===== config.mk =====
export PLATFORM = sky130hd
export DESIGN_NAME = pwr_leaf_agent
export DESIGN_NICKNAME = d
export VERILOG_FILES = /design/src/rtl/pwr_leaf_pkg.sv /design/src/rtl/pwr_want_filter.sv /design/src/rtl/pwr_handshake.sv /design/src/rtl/pwr_level_reg.sv /design/src/rtl/pwr_leaf_agent.sv
export SDC_FILE = /design/constraint.sdc
export NUM_CORES = 1
export LEC_CHECK = 0
export BUFFER_PORTS_ARGS = -buffer_cell sky130_fd_sc_hd__clkbuf_2
export CAP_MARGIN = 10
export CORE_AREA = 2 2 39 41
export CTS_BUF_LIST = sky130_fd_sc_hd__clkbuf_8
export CTS_CLUSTER_SIZE = 12
export DETAILED_ROUTE_END_ITERATION = 7
export DIE_AREA = 0 0 41 43
export GPL_ROUTABILITY_DRIVEN = 1
export HOLD_SLACK_MARGIN = 0.12
export PLACE_DENSITY = 0.77
export SYNTH_ARGS = -nofsm -noshare
export SYNTH_HDL_FRONTEND = slang
export SYNTH_HIERARCHICAL = 1
export SYNTH_SLANG_ARGS = --single-unit

===== constraint.sdc =====
create_clock -name clk -period 4.75 [get_ports clk]
set_input_delay 0.2375 -clock clk [delete_from_list [all_inputs] [get_ports clk]]
set_output_delay 0.2375 -clock clk [all_outputs]
set_load 0.1 [all_outputs]

===== src/rtl/pwr_leaf_pkg.sv =====
package pwr_leaf_pkg;

  typedef enum logic [1:0] {
    AG_IDLE = 2'd0,
    AG_PEND = 2'd1,
    AG_ACK  = 2'd2
  } agent_state_e;

endpackage


===== src/rtl/pwr_want_filter.sv =====
module pwr_want_filter #(
  parameter int unsigned NUM_LVLS = 5,
  parameter int unsigned LVL_W    = $clog2(NUM_LVLS)
) (
  input  logic             clk,
  input  logic             rst_n,
  input  logic             want_valid,
  input  logic [LVL_W-1:0] want_level,
  input  logic [LVL_W-1:0] cur_level,
  input  logic             idle,
  output logic             start,
  output logic [LVL_W-1:0] start_level
);

  localparam logic [LVL_W-1:0] TOP_LVL = LVL_W'(NUM_LVLS - 1);

  function automatic logic lvl_legal(input logic [LVL_W-1:0] l);
    return l <= TOP_LVL;
  endfunction

  function automatic logic needs_change(input logic [LVL_W-1:0] want,
                                        input logic [LVL_W-1:0] cur);
    return lvl_legal(want) && (want != cur);
  endfunction

  assign start       = want_valid && idle && needs_change(want_level, cur_level);
  assign start_level = want_level;

  // a start is only ever produced for a legal code
  a_r3_start_legal: assert property (@(posedge clk) disable iff (!rst_n)
    start |-> (start_level <= TOP_LVL));

endmodule


===== src/rtl/pwr_handshake.sv =====
module pwr_handshake #(
  parameter int unsigned NUM_LVLS = 5,
  parameter int unsigned LVL_W    = $clog2(NUM_LVLS)
) (
  input  logic             clk,
  input  logic             rst_n,
  input  logic             start,
  input  logic [LVL_W-1:0] start_level,
  input  logic [LVL_W-1:0] cur_level,
  input  logic             retry_en,
  input  logic             rsp_grant,
  input  logic             rsp_deny,
  output logic             req_valid,
  output logic [LVL_W-1:0] req_level,
  output logic             ack,
  output logic             apply,
  output logic [LVL_W-1:0] apply_level,
  output logic             idle
);

  import pwr_leaf_pkg::*;

  agent_state_e     state_q;
  logic [LVL_W-1:0] tgt_q;
  logic             granted_q;

  function automatic logic may_retry(input logic [LVL_W-1:0] refused,
                                     input logic [LVL_W-1:0] cur);
    return (refused > cur) && ((refused - 1'b1) != cur);
  endfunction

  always_ff @(posedge clk) begin
    if (!rst_n) begin
      state_q   <= AG_IDLE;
      tgt_q     <= '0;
      granted_q <= 1'b0;
    end else begin
      unique case (state_q)
        AG_IDLE: if (start) begin
          tgt_q   <= start_level;
          state_q <= AG_PEND;
        end
        AG_PEND: if (rsp_grant) begin
          granted_q <= 1'b1;
          state_q   <= AG_ACK;
        end else if (rsp_deny) begin
          granted_q <= 1'b0;
          state_q   <= AG_ACK;
        end
        AG_ACK: begin
          if (!granted_q && retry_en && may_retry(tgt_q, cur_level)) begin
            tgt_q   <= tgt_q - 1'b1;
            state_q <= AG_PEND;
          end else begin
            state_q <= AG_IDLE;
          end
        end
        default: state_q <= AG_IDLE;
      endcase
    end
  end

  assign req_valid   = (state_q == AG_PEND);
  assign req_level   = tgt_q;
  assign ack         = (state_q == AG_ACK);
  assign apply       = ack && granted_q;
  assign apply_level = tgt_q;
  assign idle        = (state_q == AG_IDLE);

  // acknowledge lasts exactly one cycle
  a_r4_ack_single: assert property (@(posedge clk) disable iff (!rst_n)
    ack |=> !ack);

  // acknowledge only follows an answer seen while pending
  a_r4_ack_follows_rsp: assert property (@(posedge clk) disable iff (!rst_n)
    $rose(ack) |-> $past(req_valid && (rsp_grant || rsp_deny)));

  // requested level constant while pending
  a_r3_req_stable: assert property (@(posedge clk) disable iff (!rst_n)
    (req_valid && $past(req_valid)) |-> $stable(req_level));

  // a request that follows an acknowledge is one step lower
  a_r8_retry_one_below: assert property (@(posedge clk) disable iff (!rst_n)
    (req_valid && $past(ack)) |-> (req_level == $past(req_level) - 1'b1));

endmodule


===== src/rtl/pwr_level_reg.sv =====
module pwr_level_reg #(
  parameter int unsigned NUM_LVLS  = 5,
  parameter int unsigned LVL_W     = $clog2(NUM_LVLS),
  parameter int unsigned RESET_LVL = 0
) (
  input  logic             clk,
  input  logic             rst_n,
  input  logic             apply,
  input  logic [LVL_W-1:0] apply_level,
  output logic [LVL_W-1:0] cur_level
);

  localparam logic [LVL_W-1:0] TOP_LVL = LVL_W'(NUM_LVLS - 1);
  localparam logic [LVL_W-1:0] RST_LVL = LVL_W'(RESET_LVL);

  logic [LVL_W-1:0] lvl_q;

  always_ff @(posedge clk) begin
    if (!rst_n)     lvl_q <= RST_LVL;
    else if (apply) lvl_q <= apply_level;
  end

  assign cur_level = lvl_q;

  // level moves only on a granted acknowledge
  a_r5_change_on_grant: assert property (@(posedge clk) disable iff (!rst_n)
    !$stable(cur_level) |-> $past(apply));

  // level code always legal
  a_r1_level_legal: assert property (@(posedge clk) disable iff (!rst_n)
    cur_level <= TOP_LVL);

endmodule


===== src/rtl/pwr_leaf_agent.sv =====
module pwr_leaf_agent #(
  parameter int unsigned NUM_LVLS  = 5,
  parameter int unsigned LVL_W     = $clog2(NUM_LVLS),
  parameter int unsigned RESET_LVL = 0
) (
  input  logic             clk,
  input  logic             rst_n,
  input  logic             want_valid,
  input  logic [LVL_W-1:0] want_level,
  input  logic             retry_en,
  output logic             req_valid,
  output logic [LVL_W-1:0] req_level,
  input  logic             rsp_grant,
  input  logic             rsp_deny,
  output logic             ack,
  output logic [LVL_W-1:0] cur_level
);

  logic             start;
  logic [LVL_W-1:0] start_level;
  logic             apply;
  logic [LVL_W-1:0] apply_level;
  logic             idle;

  pwr_want_filter #(.NUM_LVLS(NUM_LVLS), .LVL_W(LVL_W)) u_filter (
    .clk         (clk),
    .rst_n       (rst_n),
    .want_valid  (want_valid),
    .want_level  (want_level),
    .cur_level   (cur_level),
    .idle        (idle),
    .start       (start),
    .start_level (start_level)
  );

  pwr_handshake #(.NUM_LVLS(NUM_LVLS), .LVL_W(LVL_W)) u_hs (
    .clk         (clk),
    .rst_n       (rst_n),
    .start       (start),
    .start_level (start_level),
    .cur_level   (cur_level),
    .retry_en    (retry_en),
    .rsp_grant   (rsp_grant),
    .rsp_deny    (rsp_deny),
    .req_valid   (req_valid),
    .req_level   (req_level),
    .ack         (ack),
    .apply       (apply),
    .apply_level (apply_level),
    .idle        (idle)
  );

  pwr_level_reg #(.NUM_LVLS(NUM_LVLS), .LVL_W(LVL_W), .RESET_LVL(RESET_LVL)) u_lvl (
    .clk         (clk),
    .rst_n       (rst_n),
    .apply       (apply),
    .apply_level (apply_level),
    .cur_level   (cur_level)
  );

  // never ask the parent for the level already held
  a_r2_req_differs: assert property (@(posedge clk) disable iff (!rst_n)
    req_valid |-> (req_level != cur_level));

  // a retried request always lies above the present level
  a_r9_retry_above: assert property (@(posedge clk) disable iff (!rst_n)
    (req_valid && $past(ack)) |-> (req_level > cur_level));

endmodule


=== Word-level counts from Yosys, hierarchy flattened ===
Cells that the tools add are included.

* Add/sub/neg operators: 1
* Equal/unequal tests: 7
* Multiplexer cells: 10
* $mul: 0
* Reduce and logical (&&, ||, !) cells: 14
* Bitwise gates (word level): 0
* Divide/modulo/power cells: 0
* Magnitude comparators: 2
* Shifts and indexed selects: 0

{| class="wikitable"
|+ Operators with widths
! operator !! count
|-
| 1-bit logical AND || 7
|-
| 2-bit 2-to-1 mux || 3
|-
| 3-bit 2-to-1 mux || 2
|-
| 3-bit != test || 2
|-
| 2-bit case mux with 3 select lines || 1
|-
| 3-bit case mux with 2 select lines || 1
|-
| 2-bit != test (second input constant) || 2
|-
| 2-bit AND reduction || 2
|-
| 2-bit nonzero test || 2
|-
| 3-bit > comparator || 1
|-
| 3-bit <= comparator (second input constant) || 1
|-
| 1-bit 2-to-1 mux || 3
|-
| 3-bit by 1-bit != test with 1-bit output (second input constant) || 1
|-
| 3-bit AND reduction || 1
|-
| 3-bit by 1-bit subtractor with 3-bit output (second input constant) || 1
|-
| 2-bit by 1-bit == test with 1-bit output (second input constant) || 1
|-
| 2-bit == test (second input constant) || 1
|-
| 2-bit zero test || 1
|-
| 1-bit zero test || 1
|}

* Memories kept: 0
* Output and inout port bits: 8
* Bits in writable memories: 0
* ROM bits: 0
* Latch bits: 0
* Input port bits: 9
* Logic and storage cells: 38
* Register bits: 9

=== Logic depth before layout (Yosys ltp) ===
* Depth in word-level cells: 6
* Mapped depth: 7
* Mapped depth without buffers: 7

=== Cells and area by module ===
Netlist, hierarchy kept.

{| class="wikitable"
|+ Modules (own cells, without submodules)
! module !! area each (um^2) !! times used !! cells an instance
|-
| pwr_handshake || 467.9 || 1 || 53
|-
| pwr_level_reg || 108.9 || 1 || 9
|-
| pwr_want_filter || 68.8 || 1 || 9
|}

=== Worst setup path after synthesis ===
OpenSTA, ideal clock, no wires.

* Path type: reg2reg
* Start point: register u_lvl.lvl_q[2], in the netlist u_lvl/cur_level[2]
* End point: register u_hs.tgt_q[2], in the netlist u_hs/apply_level[2]
* Buffers on the path: 0
* Required time: 4.635 ns
* Path slack: 2.237 ns
* Clock period less this slack: 2.513 ns
* Arrival: 2.397 ns
* Stages on the path, launching flop included: 8
* Setup time: 0.115 ns
* Cell sequence: dfxtp_1 > inv_1 > ha_1 > nand3_1 > nand4b_1 > o31ai_4 > o21ai_0 > a31o_1

* Longest elaborated chain between the ends: 5
* Elaborated cells on any way between the ends: 10
* Those cells by class: order compare (1); eq/ne (4); reduce/logical (5)

{| class="wikitable"
|+ Ends and longest elaborated chain
! what !! line !! RTL
|-
| from (decl) || pwr_level_reg.sv:16 || <nowiki>logic [LVL_W-1:0] lvl_q;</nowiki>
|-
| from (signal assigned) || pwr_level_reg.sv:20 || <nowiki>else if (apply) lvl_q <= apply_level;</nowiki>
|-
| 3-bit > comparator, or another cell as far along || pwr_handshake.sv:29 || <nowiki>return (refused > cur) && ((refused - 1'b1) != cur);</nowiki>
|-
| 1-bit logical AND (on tied branches) || pwr_handshake.sv:29, pwr_want_filter.sv:23 ||
|-
| 1-bit logical AND (on tied branches) || pwr_handshake.sv:51, pwr_want_filter.sv:26 ||
|-
| 2-bit != test (no source line) || n/a ||
|-
| 3-bit AND reduction (no source line) (*) || n/a ||
|-
| to (signal assigned) || pwr_handshake.sv:40 || <nowiki>tgt_q <= start_level;</nowiki>
|-
| to (signal assigned) || pwr_handshake.sv:52 || <nowiki>tgt_q <= tgt_q - 1'b1;</nowiki>
|-
| to (decl) || pwr_handshake.sv:24 || <nowiki>logic [LVL_W-1:0] tgt_q;</nowiki>
|}

Every way passes the cells marked *; elsewhere a longest branch is shown, timed or not.
A chain may end at the register's enable or synchronous reset.

=== Worst setup path after layout ===
Ends and elaborated chain as after synthesis.

==> flow_summary.toml <==
[clock_network]
cts_buffers = 3
cts_tree = "built"
clkTransAtPathRegs_ns = 0.04
htree_levels = 1
cts_root_buffer = "clkbuf_8"
cts_buffer_depth = 2
numClockSinks = 9
cts_resized = 0
clock_latency_ns = 0.23
hold_buffers = 0
post_cts_buffers = 0

[pwr]
leakage_nw = 0.333
power.clock.fraction = 0.367
power.share.switching = 0.334
p_int_uw = 158
peakVddDrop_mv = 0.150
power_density_nw_per_um2 = 318
comb_power_share = 0.283
pwr-share-seq = 0.350
switching_power_uw = 79.3

[logic_synthesis]
synthesis.instances = 71
netlist_area_sq_um = 646
synth-edff-count = 0
yosys_most_used_dff = "dfxtp_1"
ys_top_cells_by_count = "9 x dfxtp_1, 6 x buf_4, 6 x inv_1, 6 x nand2_1"
yosysUniqueCellTypes = 30
synth_top_area_frac = 0.279
syn_area_per_cell_sq_um = 9.09
synth_nets = 84
yosysTopAreaCell = "dfxtp_1"
ys_ff_latch = 9
seq_area_frac_synth = 0.279
synth_warnings = 6
yosysMostFrequentCell = "dfxtp_1"
synthTopCellsByArea = "dfxtp_1 28%, ha_1 7.8%, buf_4 7.0%"
synthArstFlopShare = 0

[global_route]
antenna_found_initial = 0
grt_pass1_vias = 530
grt_overflow_total = 0
grt_pass1_wl_um = 2080
grt_max_degree = 10
grt_usage = 0.180

[place]
gp_congestion = 0.771
post-place-ws_ns = 2.79
port_buffers = 16
hpwl_um = 994

[floorplanning]
die_y_um = 43
die_area_sq_um = 1760
rows = 14
fp.coreArea_sq_um = 1380
ios = 17
start_util = 0.467
die_x_um = 41

[min_path]
hold_class = "primary input to flop"
whs_endpoint = "u_hs/state_q[1]"
hold_path_startpoint = "rsp_deny"
hold_depth = 3

[timing]
setup_slack_ns = 2.78
fin_crit_ns = 1.97
setup_violations = 0
fin_setup_tns_ns = 0
rsz0062_at_grt = "no"
worst_pin_slew_ns = 0.545
report.final.slew_viol_count = 0
skew_ns = 0.00126
hold_viol = 0
slew_headroom = 0.639
fmax_ghz = 0.507
fin_crit_sh = 0.416

[setup_path]
r2r_end = "u_hs/apply_level[2]"
startpoint_type = "flop"
r2r-start = "u_lvl/cur_level[2]"
cp-end-kind = "flop"
worstPathCellList = "inv_1 > ha_1 > nand2_1 > o21a_1 > o31ai_4 > o21ai_0 > a31o_1"
cp_data_arrival_time_ns = 2.10
slowest_stage = "dfxtp_1"
worstPathMaxFanout = 7
path_delay_family = "compound AO/OA/AOI/OAI gates"
cp.buffers_inverters = 1
slowest_delay_ns = 0.44
critical_path_class = "flop to flop"
cp.required_ns = 4.88
ff2ff_path_depth = 7
r2r_setup_slack_ns = 2.78

[route]
vias = 540
avgRoutedWirePerCell_um = 12.5
wl_um = 1270
drtIter0Drc = 15
drc = 0
viasPerCell = 5.35
first_pass_iters = 4
ant_nets = 0

[layout]
layout.nets = 99
final_layout_size_suffix_gt1_frac = 0.294
fillers = 133
syn_to_final_growth_pct = 15.5
antennaDiodeCount = 0

[run_status]
status = "finished clean"

[run]
drv_cap = 0
-- through the flow --
stage               power [mW]   util  hold WS (ns)  instances  instance area (sq um)
floorplan                0.143      -         0.355         71                    646
global placement         0.151  0.506         0.512         97                    701
detailed placement       0.152  0.506         0.518         97                    701
CTS                      0.239  0.539         0.296        101                    746
global route             0.252  0.539         0.325        101                    746
finish                   0.237  0.539         0.290        101                    746
-- power by group through the flow --
stage	combinational, mW	sequential (mW)	clock (mW)
after global placement	0.0667	0.0844	0
after floorplan	0.0591	0.0836	0
final	0.0672	0.0831	0.0870
after CTS	0.0676	0.0831	0.0886
after global routing	0.0719	0.0834	0.0963
after detailed placement	0.0673	0.0845	0
-- metal layers --
metal	up-vias	wire length (um)	part of all wire	GRT usage
met5	-	0	0	0
met4	0	28	0.022	0.100
met3	5	65	0.051	0.0785
met2	13	597	0.47	0.291
met1	250	575	0.45	0.182
li1	272	-	-	-
-- cell type report --
type | instances | area (sq um) | area share
multi-input cells | 49 | 394 | 0.529
well taps | 16 | 20.0 | 0.0268
inverters | 7 | 26.3 | 0.0352
clock buffers | 3 | 41.3 | 0.0554
repair buffers | 16 | 80.1 | 0.107
flip-flops and latches | 9 | 180 | 0.242
clock inverters | 1 | 3.75 | 0.00503
-- cell families (layout without fill, tap and decap cells) --
logic type	count (synthesis)	count (layout)	synth area share
and+or+nand+nor	21	21	0.186
DFF	9	9	0.279
adders and majority gates	4	4	0.0775
muxes	3	3	0.0465
xor gates and xnor gates	5	5	0.0911
AOI/OAI and AO/OA	16	16	0.209
buffers and inverters	13	27	0.110
-- registers in the layout, summed over array words and instances, names as in the netlist --
register,cells
u_lvl/cur_level,3
u_hs/granted_q,1
u_hs/apply_level,3
u_hs/state_q,2
-- tightest hold or removal path, cell delays in order --
cell and delay (ns):
clkbuf_2 0.10, o21ai_0 0.07, nor2_1 0.08
-- cells in the final DEF, fill, tap and decap left out, types with 3 or more instances in the layout --
cell       n
xnor2_1    4
inv_1      7
nor2_1     3
ha_1       4
nor2b_1    3
clkbuf_8   3
o21a_1     3
clkbuf_2  16
mux2i_1    3
nand2_1    6
o21ai_0    3
dfxtp_1    9
-- worst max-delay path by stage --
stage	end	slack, ns	cells after the start	from
after floorplan	u_hs/apply_level[2]	2.24	7	u_lvl/cur_level[2]
after global routing	u_hs/apply_level[2]	2.67	7	u_lvl/cur_level[2]
final	u_hs/apply_level[2]	2.78	7	u_lvl/cur_level[2]
after detailed placement	u_hs/apply_level[2]	2.79	7	u_lvl/cur_level[2]
after global placement	u_hs/apply_level[2]	2.86	7	u_lvl/cur_level[2]
after CTS	u_hs/apply_level[2]	2.78	7	u_lvl/cur_level[2]
Power figures use the tool's default switching activity.
